## src/rtl/gpio_port_pkg.sv

```systemverilog
package gpio_port_pkg;

    localparam int PORT_W      = 8;
    localparam int ADDR_W      = 16;
    localparam int SYNC_STAGES = 2;
    localparam int WIN_SIZE    = 4;
    localparam int OFS_LEVEL   = 0;
    localparam int OFS_DIR     = 2;

    typedef enum logic [1:0] {
        MODE_SELF     = 2'b00,
        MODE_EXP_NARR = 2'b01,
        MODE_EXP_WIDE = 2'b10,
        MODE_PERIPH   = 2'b11
    } bus_mode_e;

    typedef enum logic [1:0] {
        SEL_NONE  = 2'd0,
        SEL_LEVEL = 2'd1,
        SEL_DIR   = 2'd2,
        SEL_HOLE  = 2'd3
    } reg_sel_e;

    typedef struct packed {
        reg_sel_e sel;
        logic     rd;
        logic     wr;
    } access_t;

    function automatic logic map_is_local(input bus_mode_e m);
        return (m == MODE_SELF);
    endfunction

    function automatic logic sel_is_real(input reg_sel_e s);
        return (s == SEL_LEVEL) || (s == SEL_DIR);
    endfunction

endpackage

```

## src/rtl/gpio_addr_decode.sv

```systemverilog
module gpio_addr_decode
    import gpio_port_pkg::*;
#(
    parameter int AW = ADDR_W
) (
    input  logic [1:0]    mode,
    input  logic [AW-1:0] base_addr,
    input  logic [AW-1:0] bus_addr,
    input  logic          bus_we,
    input  logic          bus_re,
    output access_t       acc,
    output logic          ext_req
);
    localparam logic [AW-1:0] WIN_LIM = AW'(WIN_SIZE);
    localparam logic [AW-1:0] O_LEVEL = AW'(OFS_LEVEL);
    localparam logic [AW-1:0] O_DIR   = AW'(OFS_DIR);

    logic [AW-1:0] ofs;
    logic          in_win;
    logic          local_map;
    reg_sel_e      sel;

    always_comb begin
        ofs       = bus_addr - base_addr;
        in_win    = (ofs < WIN_LIM);
        local_map = map_is_local(bus_mode_e'(mode));
        if (!in_win)             sel = SEL_NONE;
        else if (ofs == O_LEVEL) sel = SEL_LEVEL;
        else if (ofs == O_DIR)   sel = SEL_DIR;
        else                     sel = SEL_HOLE;

        acc.sel = sel;
        acc.rd  = bus_re && local_map;
        acc.wr  = bus_we && local_map && sel_is_real(sel);
        ext_req = (bus_we || bus_re) && !local_map && sel_is_real(sel);
    end
endmodule

```

## src/rtl/gpio_in_sync.sv

```systemverilog
module gpio_in_sync #(
    parameter int W      = 8,
    parameter int STAGES = 2
) (
    input  logic         clk,
    input  logic         rst,
    input  logic [W-1:0] d,
    output logic [W-1:0] q
);
    logic [W-1:0] stg [STAGES];

    always_ff @(posedge clk) begin
        if (rst) stg[0] <= '0;
        else     stg[0] <= d;
    end

    for (genvar s = 1; s < STAGES; s++) begin : g_stage
        always_ff @(posedge clk) begin
            if (rst) stg[s] <= '0;
            else     stg[s] <= stg[s-1];
        end
    end

    assign q = stg[STAGES-1];
endmodule

```

## src/rtl/gpio_regs.sv

```systemverilog
module gpio_regs
    import gpio_port_pkg::*;
#(
    parameter int W = PORT_W
) (
    input  logic         clk,
    input  logic         rst,
    input  access_t      acc,
    input  logic [W-1:0] wdata,
    output logic [W-1:0] level_q,
    output logic [W-1:0] dir_q
);
    always_ff @(posedge clk) begin
        if (rst) begin
            level_q <= '0;
            dir_q   <= '0;
        end else if (acc.wr) begin
            if (acc.sel == SEL_LEVEL) level_q <= wdata;
            if (acc.sel == SEL_DIR)   dir_q   <= wdata;
        end
    end
endmodule

```

## src/rtl/gpio_read_mux.sv

```systemverilog
module gpio_read_mux
    import gpio_port_pkg::*;
#(
    parameter int W = PORT_W
) (
    input  access_t      acc,
    input  logic [W-1:0] level_q,
    input  logic [W-1:0] dir_q,
    input  logic [W-1:0] pin_sync,
    output logic [W-1:0] rdata
);
    logic [W-1:0] mixed;

    for (genvar b = 0; b < W; b++) begin : g_bit
        assign mixed[b] = dir_q[b] ? level_q[b] : pin_sync[b];
    end

    always_comb begin
        rdata = '0;
        if (acc.rd) begin
            case (acc.sel)
                SEL_LEVEL: rdata = mixed;
                SEL_DIR:   rdata = dir_q;
                default:   rdata = '0;
            endcase
        end
    end
endmodule

```

## src/rtl/gpio_port.sv

```systemverilog
module gpio_port
    import gpio_port_pkg::*;
#(
    parameter int PW  = PORT_W,
    parameter int AW  = ADDR_W,
    parameter int SYN = SYNC_STAGES
) (
    input  logic          clk,
    input  logic          rst,
    input  logic [1:0]    mode,
    input  logic [AW-1:0] base_addr,
    input  logic [AW-1:0] bus_addr,
    input  logic          bus_we,
    input  logic          bus_re,
    input  logic [PW-1:0] bus_wdata,
    output logic [PW-1:0] bus_rdata,
    output logic          ext_req,
    input  logic [PW-1:0] pad_in,
    output logic [PW-1:0] pad_oe,
    output logic [PW-1:0] pad_out
);
    access_t       acc;
    logic [PW-1:0] level_q;
    logic [PW-1:0] dir_q;
    logic [PW-1:0] pin_sync;

    gpio_addr_decode #(.AW(AW)) u_dec (
        .mode(mode), .base_addr(base_addr), .bus_addr(bus_addr),
        .bus_we(bus_we), .bus_re(bus_re), .acc(acc), .ext_req(ext_req)
    );

    gpio_in_sync #(.W(PW), .STAGES(SYN)) u_sync (
        .clk(clk), .rst(rst), .d(pad_in), .q(pin_sync)
    );

    gpio_regs #(.W(PW)) u_regs (
        .clk(clk), .rst(rst), .acc(acc), .wdata(bus_wdata),
        .level_q(level_q), .dir_q(dir_q)
    );

    gpio_read_mux #(.W(PW)) u_rmux (
        .acc(acc), .level_q(level_q), .dir_q(dir_q),
        .pin_sync(pin_sync), .rdata(bus_rdata)
    );

    assign pad_oe  = dir_q;
    assign pad_out = level_q;
endmodule

```

## config.mk

```make
export PLATFORM = sky130hd
export DESIGN_NAME = gpio_port
export DESIGN_NICKNAME = d
export VERILOG_FILES = /design/src/rtl/gpio_port_pkg.sv /design/src/rtl/gpio_addr_decode.sv /design/src/rtl/gpio_in_sync.sv /design/src/rtl/gpio_regs.sv /design/src/rtl/gpio_read_mux.sv /design/src/rtl/gpio_port.sv
export SDC_FILE = /design/constraint.sdc
export NUM_CORES = 1
export LEC_CHECK = 0
export BUFFER_PORTS_ARGS = -buffer_cell sky130_fd_sc_hd__buf_4
export CAP_MARGIN = 20
export CORE_MARGIN = 3
export CORE_UTILIZATION = 51
export DETAILED_ROUTE_END_ITERATION = 6
export GPL_TIMING_DRIVEN = 0
export PLACE_DENSITY_LB_ADDON = 0.3
export SYNTH_ARGS = -nofsm -noshare
export SYNTH_HDL_FRONTEND = slang
export SYNTH_HIERARCHICAL = 1
export SYNTH_SLANG_ARGS = --single-unit
```

## constraint.sdc

```tcl
create_clock -name clk -period 5.9 [get_ports clk]
set_input_delay 1.18 -clock clk [delete_from_list [all_inputs] [get_ports clk]]
set_output_delay 1.18 -clock clk [all_outputs]
set_load 0.02 [all_outputs]
```

==> results of run 1 <==
-- placed cells by master, fill, tap and decap left out, types with 2 or more instances in the layout --
master | Yosys | routed
buf_4 | 0 | 81
dfxtp_1 | 32 | 32
nand2b_1 | 27 | 27
mux2i_1 | 24 | 24
inv_1 | 19 | 19
ha_1 | 17 | 17
a21oi_1 | 15 | 13
nand2_1 | 13 | 13
xnor2_1 | 8 | 8
buf_6 | 7 | 7
nor2b_2 | 7 | 7
nor2_1 | 6 | 6
nor2b_1 | 6 | 6
and2b_2 | 6 | 6
clkbuf_8 | 0 | 5
o21ai_0 | 5 | 5
o22ai_2 | 2 | 5
clkbuf_1 | 3 | 4
a21o_1 | 4 | 4
o22ai_1 | 7 | 4
xor2_1 | 4 | 4
nand3_1 | 4 | 4
o211ai_1 | 3 | 3
nand3b_1 | 3 | 3
and2_1 | 3 | 3
or2_2 | 2 | 2
a31oi_1 | 2 | 2
o2111ai_1 | 3 | 2
nor3_1 | 2 | 2
a21oi_2 | 0 | 2
or3_1 | 2 | 2
or4_1 | 2 | 2
nor4_1 | 3 | 2
and3b_1 | 2 | 2
-- sequential cells by signal, summed over array words and instances, names as in the netlist --
| name | cells |
|---|---|
| u_regs/dir_q | 8 |
| u_regs/level_q | 8 |
| u_sync/stg | 16 |
-- final cells by class --
type	count	area [µm²]
flip-flops and latches	32	641
plain buffers	11	95.1
multi-input cells	198	1580
inverters	19	71.3
clock buffers	6	72.6
repair buffers	81	608
clock inverters	2	35.0
well taps	50	62.6
fillers	316	1040
-- kinds of logic (layout without fill, tap and decap cells) --
logic type / after synthesis / in the layout / share of synthesized area, %
buffers and inverters: 30 / 119 / 7.16
flip-flops: 32 / 32 / 27.6
AND/OR/NAND/NOR: 93 / 93 / 25.4
multiplexers: 24 / 24 / 10.3
AO/OA/AOI/OAI: 51 / 51 / 15.0
XOR/XNOR: 12 / 12 / 4.52
adder cells (fa/ha/maj): 18 / 18 / 10.0
-- power breakdown --
group          internal [mW]  switching [mW]
registers              0.221         0.00121
clock network          0.125          0.0811
logic                 0.0770          0.0725
-- routing by layer --
layer,vias to the layer above,GRT usage [%],wire [µm]
li1,1085,-,-
met1,1033,25.7,2430
met2,62,37.2,2970
met3,8,6.29,394
met4,0,5.03,48
met5,-,0,0
-- path summary, 6_finish.rpt --
check	endpoint	depth (start not counted)	start	slack (ns)
min	u_sync/stg[1][4]	1	u_sync/stg[0][4]	0.44
max reg2reg	u_regs/dir_q[7]	2	u_regs/dir_q[7]	5.21
max	bus_rdata[6]	16	base_addr[0]	0.12
min reg2reg	u_sync/stg[1][4]	1	u_sync/stg[0][4]	0.44
-- through the flow --
stage / cell area [µm²] / hold slack [ns] / power [mW]
2_1_floorplan: 2320 / 0.414 / 0.320
3_3_place_gp: 2970 / 0.418 / 0.363
3_5_place_dp: 2970 / 0.424 / 0.367
4_1_cts: 3110 / 0.446 / 0.577
5_1_grt: 3160 / 0.454 / 0.605
6_report: 3160 / 0.442 / 0.578
-- timing repair --
| item | 4_1_cts | 5_1_grt |
|---|---|---|
| cloned | 0 | 0 |
| buffers inserted | 0 | 3 |
| endpoints found under the hold margin | 0 | 0 |
| resized for setup | 4 | 6 |
| pin swaps | 1 | 4 |
| endpoints found under the setup margin | 8 | 8 |
-- worst max-delay path, delay by kind of cell --
kind / cells / cell delay (ns)
AND/OR/NAND/NOR: 5 / 1.39
adder cells (fa/ha/maj): 3 / 0.93
buffers and inverters: 4 / 0.48
AO/OA/AOI/OAI: 3 / 0.46
XOR/XNOR: 1 / 0.13
==> metrics.md, run 1 <==
| Metric | Value |
|---|---|
| Ant diodes | `0` |
| CP cell instances | `buf_4 -> ha_1 -> fa_2 -> nor2b_1 -> o2111ai_2 -> nand2_1 -> buf_4 -> a21boi_0 -> xnor2_1 -> or4_4 -> nor4_4 -> inv_1 -> ha_1 -> nand3b_4 -> o22ai_2 -> buf_4` |
| First-pass GRT wire length | `9.10 mm` |
| Slew @ Worst Pin | `0.656 ns` |
| Max Cap Violations | `0` |
| Sequential area share after synthesis | `27.6%` |
| PortBufs | `78` |
| Period Utilization, post-route | `97.9%` |
| Pre-antenna DRT Iters | `4` |
| Leakage power | `1.45 nW` |
| Fin crit period | `5.78 ns` |
| Synth cell count leaders | `32 x dfxtp_1, 27 x nand2b_1, 24 x mux2i_1` |
| CTS tree | `built` |
| Detailed Route Iter0 Violations | `108` |
| Max VDD drop | `0.153 mV` |
| Final Skew | `0.00194 ns` |
| Dpl cells | `388` |
| Worst-Skew Late Latency | `0.29 ns` |
| Sum Neg Setup Slack | `0 ns` |
| Total number of H-tree levels | `2` |
| CTS Hold Bufs | `0` |
| Post-layout nets | `420` |
| Die area | `0.00540 mm²` |
| Critical Setup Path Class | `in -> out` |
| CTS sink cnt | `32` |
| Share of cells above drive strength 1 | `35.8%` |
| IO Pins | `79` |
| Horiz. Die Dim | `73.5 µm` |
| Root buffer cell | `clkbuf_8` |
| Hold crit path type | `reg -> reg` |
| Via-to-Cell Ratio | `5.48` |
| Final setup margin | `0.124 ns` |
| Post-synth EDFFs | `0` |
| Crit path top cell by count | `buf_4` |
| Ys Warns | `6` |
| Main synth FF type | `dfxtp_1` |
| Syn_nets | `332` |
| Area Overhead vs Synth | `36.2%` |
| Final ANT Viol Nets | `0` |
| DP Worst Slack | `-0.258 ns` |
| Power per cell area | `183 mW/mm²` |
| Max clock buf depth | `2` |
| Largest net degree at the start of global routing | `14` |
| Critical path data arrival time | `4.60 ns` |
| Asr flop ratio synth | `0%` |
| Largest area contributor in the netlist | `dfxtp_1` |
| Initial antenna violation count | `0` |
| Largest stage delay on the critical path | `0.57 ns` |
| Count of cell types in the netlist | `48` |
| Top-count cell post-synth | `dfxtp_1` |
| Mapped cell area | `0.00232 mm²` |
| Initial core utilization | `55.3%` |
| Hold Fails Final Rpt | `0` |
| Setup crit end kind | `primary output` |
| Critical path peak fanout | `8` |
| Average cell area after synthesis | `8.94 µm²` |
| CTS Buf Count | `5` |
| DRC Markers | `0` |
| Fin cells | `399` |
| Final HPWL DP | `4.42 mm` |
| Synth top area cells | `dfxtp_1 28%, mux2i_1 10%, ha_1 9.2%` |
| Vias in the first global route | `2,104` |
| Core area | `0.00420 mm²` |
| Slew margin rel. | `56.0%` |
| # rows | `23` |
| Mapped Cells | `260` |
| Synth top area share | `27.6%` |
| Util after Layout | `75.3%` |
| Gpl congestion | `0.859` |
| Worst path required time | `4.72 ns` |
| WL per Instance | `14.6 µm` |
| Startpoint class of the critical path | `input pin` |
| Die height | `73.5 µm` |
| Drt total wl | `5.84 mm` |
| Fin. max-slew vios | `0` |
| GRT Resource Usage Total | `21.4%` |
| Register bit total from synthesis | `32` |
| Status | `finished clean` |
| Vias | `2,188` |
| Highest clock rate | `173 MHz` |
| Setup-failing EPs final | `0` |
| Reg clk slew, reported paths | `0.06 ns` |
| Worst path slowest cell | `or4_4` |
| Global route overflow | `0` |
(Power assumes the default switching activity.)
==> inputs of run 2 (changes only) <==
- CORE_UTILIZATION: 51 -> 52
- CTS_BUF_LIST: unset -> sky130_fd_sc_hd__clkbuf_8
==> metrics.md, run 2 (synthesis results as in run 1) <==
| Metric | Value |
|---|---|
| Fin cells | `400 (was 399)` |
| Crit path buffers/inverters | `6 (was 4)` |
| CTS Buf Count | `5 (unchanged)` |
| Hold crit path type | `reg -> reg (unchanged)` |
| Commonest non-fill, non-tap cell in the layout | `buf_4 (unchanged)` |
| Leakage power | `1.46 nW (was 1.45 nW)` |
| Reg clk slew, reported paths | `0.06 ns (about the same)` |
| Hold Fails Final Rpt | `0 (unchanged)` |
| Critical path data arrival time | `4.54 ns (was 4.60 ns)` |
| Initial antenna violation count | `0 (unchanged)` |
| Kind of cell adding the most delay to the critical path | `simple AND/OR/NAND/NOR gates (unchanged)` |
| GRT Resource Usage Total | `22.0% (was 21.4%)` |
| # rows | `23 (unchanged)` |
| Worst path required time | `4.72 ns (about the same)` |
| Reg2reg end | `u_regs/dir_q[7] (unchanged)` |
| Initial core utilization | `56.1% (was 55.3%)` |
| Critical path peak fanout | `9 (was 8)` |
| Startpoint class of the critical path | `input pin (unchanged)` |
| Root buffer cell | `clkbuf_8 (unchanged)` |
| Max clock buf depth | `2 (unchanged)` |
| Total number of H-tree levels | `2 (unchanged)` |
| Worst path slowest cell | `or4_4 (unchanged)` |
| CP cell instances | `buf_4 -> inv_1 -> ha_1 -> buf_6 -> a21o_1 -> a21oi_1 -> nand2_1 -> xnor2_1 -> o2111ai_2 -> or4_4 -> nor4_4 -> inv_1 -> ha_1 -> nand2b_1 -> buf_6 -> o22ai_1 -> buf_4 (was buf_4 -> ha_1 -> fa_2 -> nor2b_1 -> o2111ai_2 -> nand2_1 -> buf_4 -> a21boi_0 -> xnor2_1 -> or4_4 -> nor4_4 -> inv_1 -> ha_1 -> nand3b_4 -> o22ai_2 -> buf_4)` |
| Max VDD drop | `0.137 mV (was 0.153 mV)` |
| Die height | `72.8 µm (was 73.5 µm)` |
| CTS tree | `built (unchanged)` |
| Critical Setup Path Class | `in -> out (unchanged)` |
| Hold wc startpoint | `u_sync/stg[0][0] (was u_sync/stg[0][4])` |
| Pint | `0.421 mW (was 0.423 mW)` |
| Gpl congestion | `0.894 (was 0.859)` |
| Largest stage delay on the critical path | `0.57 ns (about the same)` |
| Die area | `0.00531 mm² (was 0.00540 mm²)` |
| Final ANT Viol Nets | `0 (unchanged)` |
| Highest clock rate | `175 MHz (was 173 MHz)` |
| WHS Endpoint | `u_sync/stg[1][0] (was u_sync/stg[1][4])` |
| Multi-input gate area | `0.00157 mm² (was 0.00158 mm²)` |
| Worst-Skew Late Latency | `0.28 ns (was 0.29 ns)` |
| R2r startpoint | `u_regs/dir_q[7] (unchanged)` |
| Via-to-Cell Ratio | `5.38 (was 5.48)` |
| Pre-antenna DRT Iters | `4 (unchanged)` |
| Vias in the first global route | `2,125 (was 2,104)` |
| Max reg flops | `16 (unchanged)` |
| Hold Path Depth | `1 (unchanged)` |
| Core area | `0.00414 mm² (was 0.00420 mm²)` |
| # fillers | `305 (was 316)` |
| Largest regs | `u_sync/stg: 16 flops, u_regs/dir_q: 8 flops, u_regs/level_q: 8 flops (unchanged)` |
| Slew @ Worst Pin | `0.631 ns (was 0.656 ns)` |
| Worst hold slack | `0.439 ns (was 0.442 ns)` |
| IO Pins | `79 (unchanged)` |
| Status | `finished clean (unchanged)` |
| Sequential Power Share | `39.0% (was 38.5%)` |
| Most flop-heavy register | `u_sync/stg (unchanged)` |
| Drt total wl | `5.74 mm (was 5.84 mm)` |
| Fin crit period | `5.72 ns (was 5.78 ns)` |
| Final HPWL DP | `4.52 mm (was 4.42 mm)` |
| Combinational power share | `26.0% (was 25.8%)` |
| Horiz. Die Dim | `72.8 µm (was 73.5 µm)` |
| Setup-failing EPs final | `0 (unchanged)` |
| DRC Markers | `0 (unchanged)` |
| Dpl cells | `388 (unchanged)` |
| Net Sw Frac | `26.2% (was 26.8%)` |
| Power per cell area | `181 mW/mm² (was 183 mW/mm²)` |
| PortBufs | `78 (unchanged)` |
| Most frequent cells in the layout | `82 x buf_4, 32 x dfxtp_1, 27 x nand2b_1 (was 81 x buf_4, 32 x dfxtp_1, 27 x nand2b_1)` |
| Detailed Route Iter0 Violations | `72 (was 108)` |
| Largest net degree at the start of global routing | `14 (unchanged)` |
| Vias | `2,153 (was 2,188)` |
| Pwr Total | `0.570 mW (was 0.578 mW)` |
| Final Skew | `0.00931 ns (was 0.00194 ns)` |
| Slew margin rel. | `57.7% (was 56.0%)` |
| Switching Power | `0.150 mW (was 0.155 mW)` |
| Fin. max-slew vios | `0 (unchanged)` |
| Max Cap Violations | `0 (unchanged)` |
| Setup crit end kind | `primary output (unchanged)` |
| Sum Neg Setup Slack | `0 ns (unchanged)` |
| Post-layout nets | `421 (was 420)` |
| Area Overhead vs Synth | `35.9% (was 36.2%)` |
| Clock power frac | `35.0% (was 35.7%)` |
| First-pass GRT wire length | `9.20 mm (was 9.10 mm)` |
| Share of cells above drive strength 1 | `35.4% (was 35.8%)` |
| FF-to-FF setup slack | `5.22 ns (was 5.21 ns)` |
| CTS Hold Bufs | `0 (unchanged)` |
| R2R cell count | `2 (unchanged)` |
| Global route overflow | `0 (unchanged)` |
| CTS sink cnt | `32 (unchanged)` |
| Period Utilization, post-route | `96.9% (was 97.9%)` |
| Ant diodes | `0 (unchanged)` |
| Register Area | `641 µm² (unchanged)` |
| WL per Instance | `14.3 µm (was 14.6 µm)` |
[run 2: power groups by stage]
| stage | sequential, mW | combinational, mW | clock (mW) |
|---|---|---|---|
| after floorplan | 0.227 | 0.0937 | 0 |
| after global placement | 0.227 | 0.136 | 0 |
| after detailed placement | 0.227 | 0.140 | 0 |
| after CTS | 0.222 | 0.144 | 0.203 |
| after global routing | 0.222 | 0.164 | 0.214 |
| final | 0.222 | 0.148 | 0.200 |
[run 2: layout make-up]
type	count	share of cell area, %
Tap cell	50	1.98
Clock buffer	5	2.18
Sequential cell	32	20.3
Timing Repair Buffer	82	19.5
Inverter	19	2.26
Multi-Input combinational cell	198	49.6
Buffer	11	3.01
Clock inverter	3	1.23
[run 2: worst max-delay path by stage]
stage                 start           end  slack [ns]  depth (start not counted)
4_1_cts        base_addr[0]  bus_rdata[3]        0.05                         15
3_3_place_gp   base_addr[0]  bus_rdata[0]       -0.18                         15
5_1_grt        base_addr[4]  bus_rdata[7]      -0.002                         17
2_1_floorplan   bus_addr[0]  bus_rdata[0]        0.24                         15
3_5_place_dp   base_addr[0]  bus_rdata[7]       -0.27                         16
6_report       base_addr[4]  bus_rdata[7]        0.18                         17
[run 2: what timing repair did]
action / in CTS / in global routing
gates resized for setup: 3 / 5
gates cloned: 0 / 0
pin swaps: 1 / 5
buffers inserted: 0 / 4
endpoints found under the setup margin: 8 / 8
hold endpoints to repair: 0 / 0
[run 2: per-stage QoR]
| step | worst slack [ns] | utilization, % | instance area [µm²] |
|---|---|---|---|
| after floorplan | 0.237 | - | 2320 |
| after global placement | -0.182 | 71.7 | 2970 |
| after detailed placement | -0.272 | 71.7 | 2970 |
| after CTS | 0.0491 | 75.0 | 3110 |
| after global routing | -0.00171 | 76.2 | 3160 |
| final | 0.184 | 76.2 | 3160 |
[run 2: per-layer routing]
metal  GRT usage [%]  routed length (µm)  up-vias
li1                -                   -     1092
met1            25.5                2390      985
met2            39.2                2900       67
met3            5.51                 357        9
met4            7.58                  93        0
met5               0                   0        -
